[src/rtl/etd_pkg.sv]
package etd_pkg;

  localparam int unsigned N_CMP = 2;

  typedef enum logic [2:0] {
    MD_FREE     = 3'd0,
    MD_CLR_CMP  = 3'd1,
    MD_EXT_RST  = 3'd2,
    MD_INT_RST  = 3'd3,
    MD_MANCH    = 3'd4,
    MD_BIPH     = 3'd5,
    MD_SPARE6   = 3'd6,
    MD_SPARE7   = 3'd7
  } tmode_e;

  typedef enum logic [1:0] {
    ES_NONE = 2'd0,
    ES_RISE = 2'd1,
    ES_FALL = 2'd2,
    ES_BOTH = 2'd3
  } esel_e;

  typedef enum logic [1:0] {
    CS_SYS  = 2'd0,
    CS_EXT  = 2'd1,
    CS_EVT  = 2'd2,
    CS_HOLD = 2'd3
  } csel_e;

  function automatic logic is_demod(tmode_e m);
    return (m == MD_MANCH) || (m == MD_BIPH);
  endfunction

endpackage

[src/rtl/etd_edge_det.sv]
module etd_edge_det #(
  parameter int unsigned SYNC_STAGES = 1
) (
  input  logic           clk,
  input  logic           rst_n,
  input  logic           pin_i,
  input  etd_pkg::esel_e sel_i,
  input  logic           irq_en_i,
  output logic           ev_o,
  output logic           lvl_o,
  output logic           edge_irq_o
);
  import etd_pkg::*;

  logic [SYNC_STAGES-1:0] sync_q, sync_d;
  logic                   hist_q, hist_d;
  logic                   irq_q, irq_d;
  logic                   rise, fall;

  assign sync_d[0] = pin_i;
  for (genvar i = 1; i < SYNC_STAGES; i++) begin : g_chain
    assign sync_d[i] = sync_q[i-1];
  end

  always_comb begin
    lvl_o  = sync_q[SYNC_STAGES-1];
    hist_d = lvl_o;
    rise   = lvl_o & ~hist_q;
    fall   = ~lvl_o & hist_q;
    unique case (sel_i)
      ES_NONE: ev_o = 1'b0;
      ES_RISE: ev_o = rise;
      ES_FALL: ev_o = fall;
      default: ev_o = rise | fall;
    endcase
    irq_d = ev_o & irq_en_i;
  end

  always_ff @(posedge clk or negedge rst_n) begin
    if (!rst_n) begin
      sync_q <= '0;
      hist_q <= 1'b0;
      irq_q  <= 1'b0;
    end else begin
      sync_q <= sync_d;
      hist_q <= hist_d;
      irq_q  <= irq_d;
    end
  end

  assign edge_irq_o = irq_q;


  edge_irq_gate_chk: assert property (@(posedge clk) disable iff (!rst_n)
    edge_irq_o |-> $past(irq_en_i));

endmodule

[src/rtl/etd_counter.sv]
module etd_counter #(
  parameter int unsigned CNT_W = 8,
  parameter int unsigned N_CMP = etd_pkg::N_CMP
) (
  input  logic                        clk,
  input  logic                        rst_n,
  input  etd_pkg::tmode_e             mode_i,
  input  etd_pkg::csel_e              csel_i,
  input  logic                        ext_tick_i,
  input  logic                        ev_i,
  input  logic                        trig_i,
  input  logic [N_CMP-1:0][CNT_W-1:0] cmp_i,
  input  logic [N_CMP-1:0]            en_i,
  input  logic [N_CMP-1:0]            single_i,
  output logic [CNT_W-1:0]            cnt_o,
  output logic [CNT_W-1:0]            cap_o,
  output logic [N_CMP-1:0]            hit_o,
  output logic [N_CMP-1:0]            irq_o,
  output logic                        accept_o
);
  import etd_pkg::*;

  localparam logic [CNT_W-1:0] CNT_MAX = {CNT_W{1'b1}};

  logic [CNT_W-1:0] cnt_q, cnt_d;
  logic [CNT_W-1:0] cap_q;
  logic             cap_en;
  logic [N_CMP-1:0] done_q, done_d;
  logic [N_CMP-1:0] irq_q;
  logic [N_CMP-1:0] armed, hit;
  logic             tick, tick_eff, sat;
  logic             rst_ext, rst_int, restart;

  always_comb begin
    unique case (csel_i)
      CS_SYS:  tick = 1'b1;
      CS_EXT:  tick = ext_tick_i;
      CS_EVT:  tick = ev_i;
      default: tick = 1'b0;
    endcase
    sat      = is_demod(mode_i) && (cnt_q == CNT_MAX);
    tick_eff = tick & ~sat;
  end

  for (genvar g = 0; g < N_CMP; g++) begin : g_cmp
    assign armed[g]  = en_i[g] & ~(single_i[g] & done_q[g]);
    assign hit[g]    = armed[g] & tick_eff & (cnt_q == cmp_i[g]);
    assign done_d[g] = en_i[g] ? (done_q[g] | hit[g]) : 1'b0;
  end

  always_comb begin
    rst_ext  = (mode_i == MD_EXT_RST) & ev_i;
    rst_int  = (mode_i == MD_INT_RST) & trig_i;
    accept_o = is_demod(mode_i) & ev_i & (cnt_q > cmp_i[0]);
    restart  = rst_ext | rst_int | accept_o;
    cap_en   = restart;
    if (restart)
      cnt_d = '0;
    else if ((mode_i == MD_CLR_CMP) && (|hit))
      cnt_d = '0;
    else if (tick_eff)
      cnt_d = cnt_q + 1'b1;
    else
      cnt_d = cnt_q;
  end

  always_ff @(posedge clk or negedge rst_n) begin
    if (!rst_n) begin
      cnt_q  <= '0;
      done_q <= '0;
      irq_q  <= '0;
    end else begin
      cnt_q  <= cnt_d;
      done_q <= done_d;
      irq_q  <= hit;
    end
  end

  always_ff @(posedge clk or negedge rst_n) begin
    if (!rst_n)
      cap_q <= '0;
    else if (cap_en)
      cap_q <= cnt_q;
  end

  assign cnt_o = cnt_q;
  assign cap_o = cap_q;
  assign hit_o = hit;
  assign irq_o = irq_q;


  cnt_step_chk: assert property (@(posedge clk) disable iff (!rst_n)
    (cnt_q != $past(cnt_q)) |-> ((cnt_q == $past(cnt_q) + 1'b1) || (cnt_q == '0)));


  cmp0_match_chk: assert property (@(posedge clk) disable iff (!rst_n)
    irq_q[0] |-> ($past(cnt_q) == $past(cmp_i[0])));


  cmp1_match_chk: assert property (@(posedge clk) disable iff (!rst_n)
    irq_q[1] |-> ($past(cnt_q) == $past(cmp_i[1])));


  cap_hold_chk: assert property (@(posedge clk) disable iff (!rst_n)
    !(ev_i || trig_i) |=> $stable(cap_q));


  sat_hold_chk: assert property (@(posedge clk) disable iff (!rst_n)
    (is_demod(mode_i) && (cnt_q == CNT_MAX) && !ev_i) |=> (cnt_q == CNT_MAX));

endmodule

[src/rtl/etd_demod.sv]
module etd_demod (
  input  logic            clk,
  input  logic            rst_n,
  input  etd_pkg::tmode_e mode_i,
  input  logic            ev_i,
  input  logic            accept_i,
  input  logic            lvl_i,
  output logic            bit_data_o,
  output logic            bit_valid_o
);
  import etd_pkg::*;

  logic mid_q, mid_d;
  logic bd_q, bd_d;
  logic bv_q, bv_d;

  always_comb begin
    if (mode_i != MD_BIPH)
      mid_d = 1'b0;
    else if (accept_i)
      mid_d = 1'b0;
    else if (ev_i)
      mid_d = 1'b1;
    else
      mid_d = mid_q;
    bv_d = accept_i;
    if (accept_i)
      bd_d = (mode_i == MD_MANCH) ? lvl_i : mid_q;
    else
      bd_d = bd_q;
  end

  always_ff @(posedge clk or negedge rst_n) begin
    if (!rst_n) begin
      mid_q <= 1'b0;
      bd_q  <= 1'b0;
      bv_q  <= 1'b0;
    end else begin
      mid_q <= mid_d;
      bd_q  <= bd_d;
      bv_q  <= bv_d;
    end
  end

  assign bit_data_o  = bd_q;
  assign bit_valid_o = bv_q;


  bit_from_edge_chk: assert property (@(posedge clk) disable iff (!rst_n)
    bit_valid_o |-> $past(ev_i));


  bit_hold_chk: assert property (@(posedge clk) disable iff (!rst_n)
    !bit_valid_o |-> $stable(bit_data_o));

endmodule

[src/rtl/etd_outff.sv]
module etd_outff #(
  parameter int unsigned N_CMP = etd_pkg::N_CMP
) (
  input  logic             clk,
  input  logic             rst_n,
  input  logic [N_CMP-1:0] hit_i,
  input  logic             load_i,
  input  logic             val_i,
  output logic             out_o
);
  logic out_q, out_d;

  always_comb begin
    if (load_i)
      out_d = val_i;
    else
      out_d = out_q ^ (^hit_i);
  end

  always_ff @(posedge clk or negedge rst_n) begin
    if (!rst_n)
      out_q <= 1'b0;
    else
      out_q <= out_d;
  end

  assign out_o = out_q;


  out_cause_chk: assert property (@(posedge clk) disable iff (!rst_n)
    (out_q != $past(out_q)) |-> $past(load_i || (|hit_i)));

endmodule

[src/rtl/etd_top.sv]
module etd_top #(
  parameter int unsigned CNT_W       = 8,
  parameter int unsigned SYNC_STAGES = 1
) (
  input  logic             clk,
  input  logic             rst_n,
  input  logic [1:0]       clk_sel,
  input  logic             ext_tick,
  input  logic             pin_in,
  input  logic [1:0]       edge_sel,
  input  logic             edge_irq_en,
  input  logic             trig_strobe,
  input  logic [2:0]       mode,
  input  logic [CNT_W-1:0] cmp1,
  input  logic [CNT_W-1:0] cmp2,
  input  logic             cmp1_en,
  input  logic             cmp2_en,
  input  logic             cmp1_single,
  input  logic             cmp2_single,
  input  logic             preset_load,
  input  logic             preset_val,
  output logic             tmr_out,
  output logic             cmp1_irq,
  output logic             cmp2_irq,
  output logic             edge_irq,
  output logic [CNT_W-1:0] cnt_val,
  output logic [CNT_W-1:0] cap_val,
  output logic             bit_data,
  output logic             bit_valid
);
  import etd_pkg::*;

  localparam int unsigned NC = N_CMP;

  logic [1:0]                rs_q;
  logic                      rst_ns;
  tmode_e                    mode_e;
  logic                      ev, lvl, accept;
  logic [NC-1:0][CNT_W-1:0]  cmp_vec;
  logic [NC-1:0]             en_vec, single_vec, hit_vec, irq_vec;

  always_ff @(posedge clk or negedge rst_n) begin
    if (!rst_n)
      rs_q <= 2'b00;
    else
      rs_q <= {rs_q[0], 1'b1};
  end
  assign rst_ns = rs_q[1];

  assign mode_e     = tmode_e'(mode);
  assign cmp_vec    = {cmp2, cmp1};
  assign en_vec     = {cmp2_en, cmp1_en};
  assign single_vec = {cmp2_single, cmp1_single};

  etd_edge_det #(.SYNC_STAGES(SYNC_STAGES)) u_edge (
    .clk        (clk),
    .rst_n      (rst_ns),
    .pin_i      (pin_in),
    .sel_i      (esel_e'(edge_sel)),
    .irq_en_i   (edge_irq_en),
    .ev_o       (ev),
    .lvl_o      (lvl),
    .edge_irq_o (edge_irq)
  );

  etd_counter #(.CNT_W(CNT_W), .N_CMP(NC)) u_cnt (
    .clk        (clk),
    .rst_n      (rst_ns),
    .mode_i     (mode_e),
    .csel_i     (csel_e'(clk_sel)),
    .ext_tick_i (ext_tick),
    .ev_i       (ev),
    .trig_i     (trig_strobe),
    .cmp_i      (cmp_vec),
    .en_i       (en_vec),
    .single_i   (single_vec),
    .cnt_o      (cnt_val),
    .cap_o      (cap_val),
    .hit_o      (hit_vec),
    .irq_o      (irq_vec),
    .accept_o   (accept)
  );

  etd_demod u_dem (
    .clk         (clk),
    .rst_n       (rst_ns),
    .mode_i      (mode_e),
    .ev_i        (ev),
    .accept_i    (accept),
    .lvl_i       (lvl),
    .bit_data_o  (bit_data),
    .bit_valid_o (bit_valid)
  );

  etd_outff #(.N_CMP(NC)) u_out (
    .clk    (clk),
    .rst_n  (rst_ns),
    .hit_i  (hit_vec),
    .load_i (preset_load),
    .val_i  (preset_val),
    .out_o  (tmr_out)
  );

  assign cmp1_irq = irq_vec[0];
  assign cmp2_irq = irq_vec[1];


  single_once_chk: assert property (@(posedge clk) disable iff (!rst_ns)
    (cmp1_irq && cmp1_single && $past(cmp1_en && cmp1_single)) |=> !cmp1_irq);

endmodule

[config.mk]
export PLATFORM = sky130hd
export DESIGN_NAME = etd_top
export DESIGN_NICKNAME = d
export VERILOG_FILES = /design/src/rtl/etd_pkg.sv /design/src/rtl/etd_edge_det.sv /design/src/rtl/etd_counter.sv /design/src/rtl/etd_demod.sv /design/src/rtl/etd_outff.sv /design/src/rtl/etd_top.sv
export SDC_FILE = /design/constraint.sdc
export NUM_CORES = 1
export LEC_CHECK = 0
export BUFFER_PORTS_ARGS = -buffer_cell sky130_fd_sc_hd__buf_2
export CORE_MARGIN = 2
export CORE_UTILIZATION = 50
export CTS_BUF_LIST = sky130_fd_sc_hd__clkbuf_8 sky130_fd_sc_hd__clkbuf_16
export CTS_CLUSTER_SIZE = 8
export DETAILED_ROUTE_END_ITERATION = 7
export PLACE_DENSITY = 0.8
export SETUP_SLACK_MARGIN = 0.05
export SLEW_MARGIN = 5
export SYNTH_ARGS = -nofsm -noshare
export SYNTH_HDL_FRONTEND = slang
export SYNTH_SLANG_ARGS = --single-unit
[constraint.sdc]
create_clock -name clk -period 1.2 [get_ports clk]
set_input_delay 0.06 -clock clk [delete_from_list [all_inputs] [get_ports clk]]
set_output_delay 0.06 -clock clk [all_outputs]
set_load 0.05 [all_outputs]
Yosys cells after proc, flatten, opt, wreduce, memory -nomap -nowiden

Index checks and enable logic that the tools add are counted.
Widths: inputs -> output; s select.

ROM bits: 0
Memories kept: 0
Bits in latches: 0
Register bits: 29
Input bits: 35
Bits in writable memories: 0
Output and inout bits: 22

Shift-type cells: 0
$mul: 0
Reductions and logical operators: 9
Add/sub/neg operators: 1
Divide/modulo/power cells: 0
Equal/unequal tests: 13
Order comparisons: 1
Bitwise gates (word level): 27
Multiplexer cells: 12

Operator list:

| kind                | number |
|---|---|
| $mux 8              | 3 |
| $and 1x1->1         | 16 |
| $eq 8x8->1          | 2 |
| $add 8x1->8 const B | 1 |
| $eq 8x8->1 const B  | 1 |
| $gt 8x8->1          | 1 |
| $mux 1              | 7 |
| $eq 3x2->1 const B  | 2 |
| $eq 3x3->1 const B  | 2 |
| $pmux 1 s3          | 2 |
| $reduce_bool 3->1   | 2 |
| $not 1->1           | 5 |
| $or 1x1->1          | 5 |
| $eq 2x1->1 const B  | 2 |
| $eq 2x2->1 const B  | 2 |
| $logic_not 2->1     | 2 |
| $eq 3x1->1 const B  | 1 |
| $ne 3x3->1 const B  | 1 |
| $logic_and 1x1->1   | 2 |
| $reduce_or 2->1     | 1 |
| $reduce_xor 2->1    | 1 |
| $logic_or 1x1->1    | 1 |
| $xor 1x1->1         | 1 |

Logic depth before layout (Yosys ltp)

Gate-level depths: netlist (run 1).

Depth in word-level cells: 12
Depth in mapped cells: 8
Mapped depth without buffers: 7

Modules after synthesis

A second synthesis (run 1) with hierarchy kept.

Cell total of the unflattened synthesis: 156
Area total of the unflattened synthesis: 1,754.2 um^2

Modules (own cells, without submodules):

| module       | cells each | area an instance (um^2) | instances |
|---|---|---|---|
| etd_counter  | 127        | 1,360.1                 | 1 |
| etd_edge_det | 13         | 157.7                   | 1 |
| etd_demod    | 9          | 126.4                   | 1 |
| etd_outff    | 4          | 56.3                    | 1 |
| etd_top      | 3          | 53.8                    | 1 |

Worst setup path after synthesis (run 1)

Ideal clock, no wire load.

Path type: register to register
Start point: register u_cnt.cnt_q[3] (netlist: u_cnt.cnt_o[3])
End point: register u_cnt.cap_q[0] (netlist: u_cnt.cap_o[0])
Clock period less this slack: 2.384 ns
Stages on the path, launching flop included: 8
Required time: 1.075 ns
Path buffers: 1
Data arrival time: 2.259 ns
Setup time: 0.125 ns
Setup slack: -1.184 ns
Cells stage by stage: dfrtp_1 ha_1 nand3_1 o221ai_1 a221oi_1 o21a_1 buf_2 mux2_2

Word-level cells in the longest chain between the ends: 3

Ends and longest elaborated chain:

| element                  | line              | text |
|---|---|---|
| start: declaration       | etd_counter.sv:25 | `logic [CNT_W-1:0] cnt_q, cnt_d;` |
| start signal: assignment | etd_counter.sv:73 | `cnt_q <= cnt_d;` |
| $gt 8x8->1               | etd_counter.sv:54 | `accept_o = is_demod(mode_i) & ev_i & (cnt_q > cmp_i[0]);` |
| $and 1x1->1              | etd_counter.sv:54 |  |
| $or 1x1->1               | etd_counter.sv:55 | `restart = rst_ext \| rst_int \| accept_o;` |
| end signal: assignment   | etd_counter.sv:83 | `cap_q <= cnt_q;` |
| end: declaration         | etd_counter.sv:26 | `logic [CNT_W-1:0] cap_q;` |

Every way passes these cells.
A chain may end at the register's enable or synchronous reset.

Worst setup path after layout (run 1)

Start point: register u_edge.hist_q
End point: register u_cnt.cap_q[3] (netlist: u_cnt.cap_o[3])

Word-level cells in the longest chain between the ends: 7
Elaborated cells on any way between the ends: 10

Ends and longest elaborated chain:

| element                                   | line                                 | text |
|---|---|---|
| start: declaration                        | etd_edge_det.sv:16                   | `logic hist_q, hist_d;` |
| start signal: assignment                  | etd_edge_det.sv:46                   | `hist_q <= hist_d;` |
| $not 1->1                                 | etd_edge_det.sv:28                   | `rise = lvl_o & ~hist_q;` |
| $and 1x1->1                               | etd_edge_det.sv:28                   |  |
| $or 1x1->1                                | etd_edge_det.sv:34                   | `default: ev_o = rise \| fall;` |
| $pmux 1 s3 (*)                            | etd_edge_det.sv:30                   | `unique case (sel_i)` |
| $and 1x1->1, on equally long branches     | etd_counter.sv:52, etd_counter.sv:54 |  |
| $or 1x1->1 or $and 1x1->1 (tied branches) | etd_counter.sv:55, etd_counter.sv:54 |  |
| $or 1x1->1 (*)                            | etd_counter.sv:55                    |  |

Mark *: on every way between the ends. The rest lies on a longest branch, timed or not.

==> impl_summary.md, run 1 <==
Status
The run finished, with violations left. The checks that failed: negative setup slack.

Floorplan
The die covers 3980 um2. The width of the die is 63.1 um. In this run the vertical extent of the chip is 63.1 um.

The number of placement rows is 21. The number of top-level design ports is 57. The placeable core region is 3340 um2. The initial utilization of the core area, before any placement, comes to 0.523.

Worst setup path
Counting cells, the worst reg-to-reg path comes to 9. The worst setup path is captured at a flop. In this run the worst path has a maximum fanout of 7. The endpoint required time on the critical path is 1.36 ns. The kind of critical path is reg2reg. Walking the worst path, the cells encountered are inv_1 > ha_1 > or2_1 > a31o_2 > o211ai_1 > buf_4 > o21a_4 > buf_12 > mux2_4. The kind of start point of the critical path is a flop. The worst register-to-register path begins at u_edge.hist_q. The worst register-to-register path has a setup slack of -1.01 ns. The signal arrival time at the worst endpoint is 2.37 ns.

The worst stage delay on the critical path is 0.41 ns. On the critical path, the stage with the largest delay is an instance of sky130_fd_sc_hd__dfrtp_1. The capture point of the worst reg-to-reg path is u_cnt.cap_o[3].

Synth
After synthesis, the mean cell area works out to 10.3 um2. In this run, synthesis inferred 0 flip-flops with an integrated enable. The count of warnings emitted by yosys is 0. The fraction of registers with async set/reset is 1.00. Synthesis inferred 29 register bits. The portion of the post-synthesis area used by sequential elements is 0.416.

Of the post-synthesis cell area, the dominant cell type holds 0.416. In the post-synthesis netlist, the biggest area contributors are sky130_fd_sc_hd__dfrtp_1 42%, sky130_fd_sc_hd__ha_1 7.9%, sky130_fd_sc_hd__mux2_2 5.8%, sky130_fd_sc_hd__inv_1 3.7%, sky130_fd_sc_hd__xor2_1 3.5%. The flip-flop cell with the highest count after synthesis is sky130_fd_sc_hd__dfrtp_1. After synthesis, the most frequently instantiated cells are 29 x sky130_fd_sc_hd__dfrtp_1, 17 x sky130_fd_sc_hd__inv_1, 11 x sky130_fd_sc_hd__ha_1, 11 x sky130_fd_sc_hd__nor2_1. The most used standard cell by instance count after synthesis is sky130_fd_sc_hd__dfrtp_1. The total standard cell area after synthesis is 1750 um2. The netlist uses 48 different library cells. The cell count after synthesis came out at 170. The synthesized design spends more area on one cell type than any other, namely sky130_fd_sc_hd__dfrtp_1. When the netlist entered floorplanning its net count stood at 216.

Place
The worst slack at placement is -1.04 ns. During placement, the flow inserted port buffers numbering 56. Detailed placement finished with a half-perimeter wire length of 3.89 mm. Routability-driven placement finished with a final weighted congestion of 0.882.

Timing
The top achievable clock speed is 453 MHz. The worst hold slack is 0.0394 ns. The final worst setup slack is -1.01 ns. The post-layout minimum cycle time is 2.21 ns. The number of pins exceeding their max-slew limit in the final report is 0.

In the finished design, the share of the clock period the worst path needs comes to 1.84. The final worst clock skew is 0.00214 ns. Setup repair after global routing could not meet its margin everywhere. The count of endpoints failing hold in the final timing report was 0. Setup violations remaining at the end of the flow were counted as 26.

Pwr
Power spread over the standard cell area amounts to 1590 nW/um2. Total power for the finished layout comes to 4.97 mW. The maximum vdd ir drop is 1.22 mV. Summed over all cells, the static leakage comes to 1.53 nW.

Layout
The net count of the finished layout is 341. From synthesis to final layout, the design area changed by 78.9%. The final design utilization is 0.936. The number of antenna cells inserted is 0.

The share of layout cells above drive strength 1 is 0.635. Counting the fill cells in the layout gives 103.

Drt
The detailed-route wire length per cell is 24.0 um. The total vias in the final route is 2,113. The detailed router's first-iteration violation count is 232.

Dividing the detail-routed via count by the number of cells gives 6.18. The first TritonRoute pass finished after 7 iterations. After detailed routing, the number of remaining DRC violations is 0. The detail route stage leaves a number of antenna-violating nets equal to 0. The total length of routed wires is 8.21 mm.

GRT
The number of antenna violations at the first check in global routing came to 0. The met3 layer usage reported by global route is 0.0768. For met2 alone, demand over resource in global routing was 0.602. The global-route met1 utilization is 0.412.

The global-route congestion overflow total is 0. The first global-routing pass estimated 10.3 mm of wire. For this run, the total global-route usage over all layers was measured as 0.345. The number of global-route vias before repair came to 2,028. The pin count of the biggest net entering global routing is 28. After global routing, the most crowded layer is met2.

CTS
Counting along the longest clock path gives a buffer depth of 2. In this run the clock root is driven by a sky130_fd_sc_hd__clkbuf_8. The later pin in the worst-skew pair is clocked with a latency of 0.28 ns. Counting the buffers created by CTS gives 5.

The sink count of the clock tree is 29. CTS built an H-tree with a depth of 2. The clock edge transition at the registers on the reported setup and hold paths is 0.06 ns.

The TritonCTS clock tree is built.

Job
The number of max-capacitance violations reported is 0.

Worst hold path
The path class of the tightest hold or removal check is in2reg. The worst min-delay path endpoint is u_cnt.done_q[1]. Counting instances, the worst hold path has a depth of 2. The hold path startpoint is cmp2_en.
==> worst max path at each step <==
stage | from | to | slack (ns) | depth (start not counted)
floorplan | u_edge.lvl_o | u_cnt.cnt_o[4] | -0.92 | 8
global placement | u_edge.lvl_o | u_cnt.cnt_o[7] | -0.93 | 7
detailed placement | u_edge.lvl_o | u_cnt.cnt_o[7] | -1.04 | 7
CTS | u_edge.lvl_o | u_cnt.cnt_o[3] | -0.89 | 7
global route | u_edge.hist_q | u_cnt.cap_o[3] | -1.06 | 9
finish | u_edge.hist_q | u_cnt.cap_o[3] | -1.01 | 9
==> per-stage QoR <==
stage,instance area [um2],std cells,TNS (ns)
after global placement,2590,316,-19.18
after detailed placement,2590,316,-20.15
final,3120,342,-22.27
after global routing,3120,342,-23.58
after CTS,2970,334,-19.12
after floorplan,1920,170,-18.23
==> cell usage in the layout (no fill, tap or decap), drive strengths merged, types with 4 or more instances in the layout <==
cell	n
nand3	4
o31ai	6
nor3	5
nor4	4
nand4	4
nand2	9
mux2	9
buf	117
nand2b	4
clkbuf	7
dlygate4sd3	4
dfrtp	29
a211oi	6
xor2	7
or4	4
inv	17
ha	11
nor2	11
==> repair_timing <==
action / 4_1_cts / 5_1_grt
hold buffers: 3 / 1
pin swaps: 17 / 8
gates cloned: 0 / 0
hold endpoints to repair: 4 / 1
setup endpoints to repair: 32 / 32
resized for setup: 49 / 18
buffers inserted: 7 / 8
==> area by class of cell <==
cell class / instances / area (um2) / share of cell area
Multi-Input combinational cell: 121 / 1240 / 0.399
Tap cell: 46 / 57.6 / 0.0184
Clock buffer: 7 / 96.3 / 0.0309
Clock inverter: 1 / 5.00 / 0.00160
Inverter: 17 / 63.8 / 0.0204
Timing Repair Buffer: 121 / 913 / 0.293
Sequential cell: 29 / 741 / 0.237
==> where the power goes <==
group          internal [mW]  leakage, nW  switching, mW
clock                  0.517       0.0542          0.377
sequential              1.16        0.371          0.217
combinational           1.19         1.11           1.51
==> registers in the layout, indices dropped and copies added (netlist names) <==
signal	count
u_dem.bit_data_o	1
u_dem.bit_valid_o	1
u_out.out_o	1
u_cnt.done_q	2
u_dem.mid_q	1
u_edge.lvl_o	1
u_cnt.cap_o	8
rs_q	2
u_edge.edge_irq_o	1
u_cnt.irq_o	2
u_cnt.cnt_o	8
u_edge.hist_q	1
==> worst max-delay path: cells and delay by family, from the launching register on <==
kind,cells,cell delay (ns)
compound gates,3,0.54
fa+ha+maj,1,0.19
buf+inv,3,0.38
flops,1,0.41
mux,1,0.31
simple gates,1,0.24
==> routing by layer <==
metal  routed length (um)  share of wire
met2                 4080           0.50
met5                    0              0
met3                  858           0.10
met4                  404          0.049
met1                 2870           0.35
==> cell families (layout without fill, tap and decap cells) <==
logic type	after synthesis	in the layout	synth area share
simple gates	57	57	0.186
flops	29	29	0.416
fa+ha+maj	11	11	0.0789
xor+xnor	10	10	0.0502
compound gates	30	30	0.139
buf+inv	20	146	0.0523
mux	12	12	0.0753
other cells	1	1	0.00215
Note: power is estimated with default switching activity, not from simulation.
==> run 2, diff against run 1 <==
--- a/config.mk
+++ b/config.mk
@@ -5,13 +5,16 @@
 export SDC_FILE = /design/constraint.sdc
 export NUM_CORES = 1
 export LEC_CHECK = 0
+export ABC_AREA = 1
 export BUFFER_PORTS_ARGS = -buffer_cell sky130_fd_sc_hd__buf_2
+export CELL_PAD_IN_SITES_DETAIL_PLACEMENT = 0
+export CELL_PAD_IN_SITES_GLOBAL_PLACEMENT = 1
 export CORE_MARGIN = 2
-export CORE_UTILIZATION = 50
+export CORE_UTILIZATION = 36
 export CTS_BUF_LIST = sky130_fd_sc_hd__clkbuf_8 sky130_fd_sc_hd__clkbuf_16
 export CTS_CLUSTER_SIZE = 8
 export DETAILED_ROUTE_END_ITERATION = 7
-export PLACE_DENSITY = 0.8
+export PLACE_DENSITY = 0.81
 export SETUP_SLACK_MARGIN = 0.05
 export SLEW_MARGIN = 5
 export SYNTH_ARGS = -nofsm -noshare
==> run 2 against run 1 <==
The run still ends with negative setup slack left. Count of clock-buffer cells in the layout shrank 1. Routed wire length shrank 45%. Critical path depth grew 3. Sequential share of layout area grew 3.6 points. Core utilization shrank 36 points. Global-route usage shrank 16 points. Worst hold slack lost 0.033 ns. Cell count grew 10%. Worst setup slack gained 0.46 ns. Sequential power shrank 8%. Synthesized cell count grew 29%. Design area shrank 14%. Critical path type unchanged. Highest routed layer unchanged.
==> impl_summary.md, run 2 <==
Status
The flow ran to the end, but the final reports show violations. The final reports fail on negative setup slack.

Floorplan
The number of top-level design ports is 57 (unchanged). The effective utilization at floorplan was 0.368 (-0.155). The vertical die dimension is 73.0 um (+16%).

The width of the die came to 73.0 um (+16%). The total die area is 5330 um2 (+34%). The number of placement rows came to 25 (+19%). The placeable core region is 4660 um2 (+40%).

Synth
The most used flip-flop cell after synthesis is sky130_fd_sc_hd__dfrtp_1. The number of synthesized flops with an enable pin came to 0 (unchanged). The share of the synthesized area in the top cell type came to 0.423 (+0.00759).

Ranked by total cell area, the synthesized netlist is headed by sky130_fd_sc_hd__dfrtp_1 42%, sky130_fd_sc_hd__nand2_1 12%, sky130_fd_sc_hd__ha_1 8.0%, sky130_fd_sc_hd__inv_1 7.9%, sky130_fd_sc_hd__nor2_1 5.3%. In the post-synthesis netlist, the cell with the most instances is sky130_fd_sc_hd__nand2_1. The post-synthesis net count came to 265 (+23%). Ranked by instance count, the synthesized netlist is headed by 57 x sky130_fd_sc_hd__nand2_1, 36 x sky130_fd_sc_hd__inv_1, 29 x sky130_fd_sc_hd__dfrtp_1, 24 x sky130_fd_sc_hd__nor2_1, 11 x sky130_fd_sc_hd__ha_1. The flip-flop and latch count after synthesis came to 29 (unchanged). The fraction of registers with async set/reset is 1.00 (unchanged). The average cell area after synthesis is 7.83 um2 (-24%).

The number of library cell types mapped by synthesis came to 27 (-44%). The count of warnings emitted by yosys is 0 (unchanged). The synthesized instance count is 219 (+29%). sky130_fd_sc_hd__dfrtp_1 takes more of the synthesized area than any other cell.

The total standard cell area after synthesis is 1710 um2 (-1.8%). The portion of the post-synthesis area used by sequential elements is 0.423 (+0.00759).

CTS
The sink count of the clock tree was 29 (unchanged). The clock edge transition at the registers on the reported setup and hold paths is 0.06 ns (about the same). TritonCTS built the clock tree. The maximum root-to-sink buffer count is 2 (unchanged).

The clock insertion delay at the later pin of the skew report is 0.28 ns (about the same). The number of CTS-inserted buffers is 5 (unchanged). The cell sitting at the root of the clock tree is a sky130_fd_sc_hd__clkbuf_8. The H-tree level count is 2 (unchanged).

Pwr
The total leakage power came to 1.46 nW (-4.9%). The maximum vdd ir drop came to 0.785 mV (-35%). The total power divided by cell area is 1450 nW/um2 (-8.8%). The final total power came to 3.91 mW (-21%).

Place
The number of placed instances with taps included is 355 (+12%). The post-DP HPWL came to 3.42 mm (-12%). The number of buffer cells added on primary ports was 56 (unchanged). The global placer's final weighted congestion came to 0.834 (-5.5%).

Worst setup path
The critical path starts at u_cnt.cnt_o[1]. The endpoint required time on the critical path came to 1.41 ns (+0.05 ns). The worst setup path is captured at a flop. The reg-to-reg startpoint is u_cnt.cnt_o[1]. The worst setup path is launched from a flop. The critical path is of the reg2reg type. The maximum net fanout on the critical path is 8 (+1).

The signal arrival time at the worst endpoint was 1.96 ns (-0.41 ns).

Timing
The post-layout minimum cycle time was 1.74 ns (-0.463 ns). The part of the cycle the worst path needs is 1.45 (-0.386). The final worst setup slack is -0.544 ns (+0.463 ns). The final worst clock skew is 0.00476 ns (+0.00262 ns). The count of endpoints failing hold in the final timing report was 0 (unchanged).

The number of pins exceeding their max-slew limit in the final report is 0 (unchanged). The final number of setup-violating endpoints is 25 (-3.8%). The top achievable clock speed came to 573 MHz (+27%). Setup repair after global routing could not meet its margin everywhere.

Drt
The total vias in the final route is 1,721 (-19%). The final antenna-violating net count was 0 (unchanged). The detailed router's first-iteration violation count is 52 (-78%). The detailed-route wire length per cell is 12.0 um (-50%). The count of TritonRoute iterations in the first routing pass is 4 (-3). The DRC violations left is 0 (unchanged). The total length of routed wires is 4.54 mm (-45%). The average vias per placed instance is 4.56 (-26%).

Layout
The commonest non-fill, non-tap cell in the layout is sky130_fd_sc_hd__nand2_1. The count of placed standard cells in the final layout, fillers left out is 377 (+10%). The area growth from synthesis to layout is 57.2%. The share of layout cells above drive strength 1 is 0.474 (-0.161). The final-stage net count is 369 (+8.2%).

The final design utilization came to 0.578 (-0.358). The number of antenna cells inserted is 0 (unchanged). In the layout the commonest cells are 53 x sky130_fd_sc_hd__nand2_1, 50 x sky130_fd_sc_hd__buf_2, 32 x sky130_fd_sc_hd__inv_1, 30 x sky130_fd_sc_hd__buf_4, 21 x sky130_fd_sc_hd__dfrtp_1. The total of fill cells in the finished design is 453 (+340%).

GRT
The pin count of the biggest net entering global routing is 21 (-25%). The number of antenna violations at the first check in global routing was 0 (unchanged). The number of global-route vias before repair is 1,681 (-17%).

The global-route congestion overflow total is 0 (unchanged). The combined global-route utilization of all metal layers is 0.186 (-0.159). The global-route wire length before repair is 7.42 mm (-28%).

Worst hold path
The tightest min-delay check is of the in2reg type. The startpoint identified for the worst hold timing path is cmp2_en.

Job
The number of max-capacitance violations reported is 0 (unchanged).
[run 2: changes by cell type after synthesis, moves of 5 or more]
cell	change
sky130_fd_sc_hd__inv_1	+19
sky130_fd_sc_hd__mux2_2	-9
sky130_fd_sc_hd__nand2_1	+48
sky130_fd_sc_hd__nand2_2	+5
sky130_fd_sc_hd__nand3_1	+6
sky130_fd_sc_hd__nor2_1	+13
sky130_fd_sc_hd__nor2_2	+6
sky130_fd_sc_hd__o21ai_2	+5
sky130_fd_sc_hd__o31ai_1	-6
[run 2: path summary, 6_finish.rpt]
check | end | slack (ns) | depth (start not counted)
max | u_cnt.cap_o[3] | -0.54 | 12
min | u_cnt.done_q[1] | 0.006 | 3
max reg2reg | u_cnt.cap_o[3] | -0.54 | 12
min reg2reg | u_cnt.done_q[0] | 0.15 | 0
max in group asynchronous | u_cnt.cnt_o[4] | 0.60 | 1
min in group asynchronous | rs_q[1] | 0.10 | 2
[run 2: logic make-up (layout without fill, tap and decap cells)]
family | after synthesis | count (layout) | share of synthesized area
buffers and inverters | 41 | 145 | 0.0956
other | 1 | 1 | 0.00219
DFF | 29 | 29 | 0.423
AOI/OAI and AO/OA | 19 | 19 | 0.0737
xor gates and xnor gates | 9 | 9 | 0.0460
and+or+nand+nor | 109 | 109 | 0.279
adders and majority gates | 11 | 11 | 0.0803
[run 2: routing by layer]
metal	GRT usage	part of all wire	vias up
met3	0.0539	0.060	6
met5	0	0	-
met2	0.296	0.48	46
li1	-	-	879
met1	0.233	0.44	790
met4	0.0802	0.017	0
[run 2: final cells by class]
type | count | area [um2] | area share
Inverter | 40 | 160 | 0.0595
Timing Repair Buffer | 97 | 668 | 0.248
Multi-Input combinational cell | 149 | 970 | 0.360
Sequential cell | 29 | 736 | 0.273
Timing Repair inverter | 1 | 6.26 | 0.00232
Clock inverter | 1 | 3.75 | 0.00139
Clock buffer | 6 | 82.6 | 0.0307
Tap cell | 54 | 67.6 | 0.0251
[run 2: what timing repair did]
item,CTS,global route
setup buffers,6,2
setup endpoints to repair,29,31
hold endpoints to repair,6,0
gates cloned,1,0
hold buffers,6,0
resized for setup,27,16
pin swaps,12,10
[run 2: per-stage QoR]
step | setup WS, ns | cell area, um2 | hold slack, ns | setup TNS, ns
finish | -0.544 | 2690 | 0.00620 | -11.57
global route | -0.657 | 2690 | 0.0175 | -14.35
CTS | -0.532 | 2630 | 0.0130 | -10.92
detailed placement | -0.579 | 2340 | -0.154 | -10.93
global placement | -0.559 | 2340 | -0.155 | -10.23
floorplan | -0.554 | 1790 | -0.236 | -10.43
[run 2: where the power goes]
group	internal, mW	total [mW]	switching [mW]	leakage, nW
sequential	1.13	1.27	0.140	0.373
clock	0.446	0.819	0.373	0.0485
combinational	0.701	1.82	1.12	1.03
total	2.28	3.91	1.63	1.46
[run 2: critical path, stage by stage (launching register included)]
cell                      delay [ns]
sky130_fd_sc_hd__dfrtp_2        0.46
sky130_fd_sc_hd__ha_4           0.28
sky130_fd_sc_hd__inv_2          0.03
sky130_fd_sc_hd__nor2_1         0.08
sky130_fd_sc_hd__nor2_1         0.04
sky130_fd_sc_hd__o21ai_1        0.15
sky130_fd_sc_hd__nand2_1        0.07
sky130_fd_sc_hd__nand2_1        0.08
sky130_fd_sc_hd__nand2_2        0.08
sky130_fd_sc_hd__nand2_4        0.12
sky130_fd_sc_hd__inv_6          0.07
sky130_fd_sc_hd__buf_6          0.12
sky130_fd_sc_hd__o21ai_2        0.09
==> run 3, diff against run 2 <==
--- a/config.mk
+++ b/config.mk
@@ -5,16 +5,15 @@
 export SDC_FILE = /design/constraint.sdc
 export NUM_CORES = 1
 export LEC_CHECK = 0
-export ABC_AREA = 1
 export BUFFER_PORTS_ARGS = -buffer_cell sky130_fd_sc_hd__buf_2
 export CELL_PAD_IN_SITES_DETAIL_PLACEMENT = 0
 export CELL_PAD_IN_SITES_GLOBAL_PLACEMENT = 1
 export CORE_MARGIN = 2
-export CORE_UTILIZATION = 36
+export CORE_UTILIZATION = 38
 export CTS_BUF_LIST = sky130_fd_sc_hd__clkbuf_8 sky130_fd_sc_hd__clkbuf_16
 export CTS_CLUSTER_SIZE = 8
 export DETAILED_ROUTE_END_ITERATION = 7
-export PLACE_DENSITY = 0.81
+export PLACE_DENSITY = 0.8
 export SETUP_SLACK_MARGIN = 0.05
 export SLEW_MARGIN = 5
 export SYNTH_ARGS = -nofsm -noshare
==> run 3 against run 2 <==
The flow still finishes with violations (negative setup slack). Sequential cell count stayed put. Non-clock buffer count is 14 higher. Worst setup slack worse by 0.35 ns. Largest power group unchanged. Maximum frequency is 17% lower. Routed wire length is 18% higher. Global-route usage is 3.9 points higher. Count of clock-buffer cells in the layout stayed put.
==> impl_summary.md, run 3 (synthesized netlist as in run 1, its figures left out) <==
Status
The flow ran to the end, but the final reports show violations. The checks that failed: negative setup slack.

Worst setup path
The signal arrival time at the worst endpoint is 2.29 ns (+0.33 ns). The critical path is of the reg2reg type. The endpoint required time on the critical path is 1.39 ns (-0.02 ns). The maximum net fanout on the critical path came to 8 (unchanged). The worst setup path is launched from a flop.

The category of the worst setup path capture point is a flop.

CTS
The maximum root-to-sink buffer count is 2 (unchanged). The H-tree level count came to 2 (unchanged). The clock insertion delay at the later pin of the skew report is 0.29 ns (about the same). The number of CTS-inserted buffers was 5 (unchanged).

The clock edge transition at the registers on the reported setup and hold paths is 0.06 ns (about the same). The TritonCTS clock tree is built. The cell sitting at the root of the clock tree is a sky130_fd_sc_hd__clkbuf_8. The sink count of the clock tree is 29 (unchanged).

Layout
The flip-flop and latch area is 741 um2 (+0.68%). The final-stage net count was 331 (-10%). The area taken by multi-input logic gates came to 1170 um2 (+21%). Leaving out fill and tap cells, the most frequent cells in the layout are 49 x sky130_fd_sc_hd__buf_2, 41 x sky130_fd_sc_hd__buf_4, 21 x sky130_fd_sc_hd__dfrtp_1, 15 x sky130_fd_sc_hd__inv_1. The count of placed standard cells in the final layout, fillers left out was 338 (-10%).

The total of fill cells in the finished design came to 349 (-23%). The commonest non-fill, non-tap cell in the layout is sky130_fd_sc_hd__buf_2. The share of layout cells above drive strength 1 is 0.598 (+0.124). From synthesis to final layout, the design area changed by 70.1%. The number of antenna cells inserted was 0 (unchanged).

Drt
The average vias per placed instance is 5.13 (+12%). The total length of routed wires is 5.36 mm (+18%). The count of TritonRoute iterations in the first routing pass is 4 (unchanged). The final antenna-violating net count is 0 (unchanged). The detailed-route wire length per cell was 15.9 um (+32%). The total vias in the final route is 1,735 (+0.81%). The DRC violations left is 0 (unchanged).

The detailed router's first-iteration violation count is 51 (-1.9%).

Place
The global placer's final weighted congestion is 0.837 (+0.44%). The number of buffer cells added on primary ports is 56 (unchanged). The post-DP HPWL is 3.94 mm (+15%). The number of placed instances with taps included is 323 (-9.0%).

Timing
The worst hold slack is 0.0154 ns (+0.00921 ns). The setup TNS was -19.16 ns (-7.59 ns). Setup repair after global routing could not meet its margin everywhere. The part of the cycle the worst path needs came to 1.75 (+0.293). The number of pins exceeding their max-slew limit in the final report is 0 (unchanged). The final worst setup slack is -0.895 ns (-0.351 ns). The post-layout minimum cycle time is 2.09 ns (+0.351 ns). The count of endpoints failing hold in the final timing report is 0 (unchanged). The final worst clock skew is 0.00870 ns (+0.00394 ns).

The final number of setup-violating endpoints was 25 (unchanged). The top achievable clock speed is 477 MHz (-17%).

GRT
The combined global-route utilization of all metal layers is 0.224 (+0.0385). The global-route wire length before repair is 8.69 mm (+17%). The number of antenna violations at the first check in global routing is 0 (unchanged). The global-route congestion overflow total is 0 (unchanged). The pin count of the biggest net entering global routing came to 28 (+33%).

The number of global-route vias before repair is 1,896 (+13%).

Floorplan
The number of placement rows is 24 (-4.0%). The number of top-level design ports is 57 (unchanged). The total die area is 5150 um2 (-3.3%). The effective utilization at floorplan is 0.398 (+0.0303).

The vertical die dimension was 71.8 um (-1.7%). The placeable core region is 4380 um2 (-5.9%). The width of the die came to 71.8 um (-1.7%).

Pwr
The final total power is 4.71 mW (+20%). The maximum vdd ir drop is 0.659 mV (-16%). The total leakage power came to 1.47 nW (+0.87%). The total power divided by cell area is 1590 nW/um2 (+9.3%).

Worst hold path
In this run the worst hold path is classified as in2reg.

Job
The number of max-capacitance violations reported is 0 (unchanged).
[run 3: cell count changes in the layout (fill, tap and decap cells not counted), moves of 8 or more]
cell                      change
sky130_fd_sc_hd__nor2_1      -10
sky130_fd_sc_hd__nor2_2       -9
sky130_fd_sc_hd__nand2_1     -44
sky130_fd_sc_hd__nand2_2      -8
sky130_fd_sc_hd__mux2_4       +8
sky130_fd_sc_hd__buf_4       +11
sky130_fd_sc_hd__inv_1       -17
[run 3: repair_timing]
| action | in CTS | in global routing |
|---|---|---|
| gates resized for setup | 45 | 3 |
| buffers inserted | 2 | 1 |
| hold buffers | 5 | 0 |
| gates cloned | 0 | 0 |
| pin swaps | 14 | 1 |
| hold endpoints to repair | 6 | 0 |
| setup endpoints to repair | 32 | 29 |
[run 3: cell type report]
cell class | count | share of cell area
Clock buffer | 6 | 0.0278
Clock inverter | 2 | 0.0114
Inverter | 17 | 0.0215
Multi-Input combinational cell | 121 | 0.394
Sequential cell | 29 | 0.249
Tap cell | 52 | 0.0219
Timing Repair Buffer | 111 | 0.274
[run 3: report_power, final]
part | internal [mW] | switching, mW
Combinational | 1.07 | 1.26
Clock | 0.668 | 0.389
Sequential | 1.16 | 0.164
Total | 2.89 | 1.82
[run 3: per-stage QoR]
stage | setup WS, ns | utilization | instance area [um2]
4_1_cts | -0.888 | 0.673 | 2950
3_3_place_gp | -0.928 | 0.593 | 2600
3_5_place_dp | -1.06 | 0.593 | 2600
6_report | -0.895 | 0.677 | 2970
2_1_floorplan | -0.919 | - | 1920
5_1_grt | -0.989 | 0.677 | 2970
[run 3: final timing paths]
path	from	endpoint	slack [ns]	cells past startpoint
setup / recovery	u_edge.lvl_o	u_cnt.cnt_o[5]	-0.89	7
hold / removal	preset_val	u_out.out_o	0.02	3
setup reg to reg	u_edge.lvl_o	u_cnt.cnt_o[5]	-0.89	7
hold reg to reg	rs_q[1]	u_cnt.cnt_o[0]	0.24	1
max in group asynchronous	rs_q[1]	u_cnt.cnt_o[3]	0.65	1
min in group asynchronous	rst_n	rs_q[0]	0.08	2
[run 3: worst max-delay path: stages, from the launching register on]
cell and delay (ns):
sky130_fd_sc_hd__dfrtp_1 0.41, sky130_fd_sc_hd__inv_2 0.09, sky130_fd_sc_hd__ha_4 0.12, sky130_fd_sc_hd__nand2_1 0.05
sky130_fd_sc_hd__a32o_2 0.26, sky130_fd_sc_hd__or3_4 0.38, sky130_fd_sc_hd__or4_4 0.50, sky130_fd_sc_hd__a211oi_2 0.19
[run 3: per-layer routing]
| metal | GRT usage | part of all wire | vias up |
|---|---|---|---|
| li1 | - | - | 846 |
| met1 | 0.248 | 0.41 | 820 |
| met2 | 0.413 | 0.52 | 60 |
| met3 | 0.0534 | 0.054 | 9 |
| met4 | 0.0839 | 0.017 | 0 |
| met5 | 0 | 0 | - |
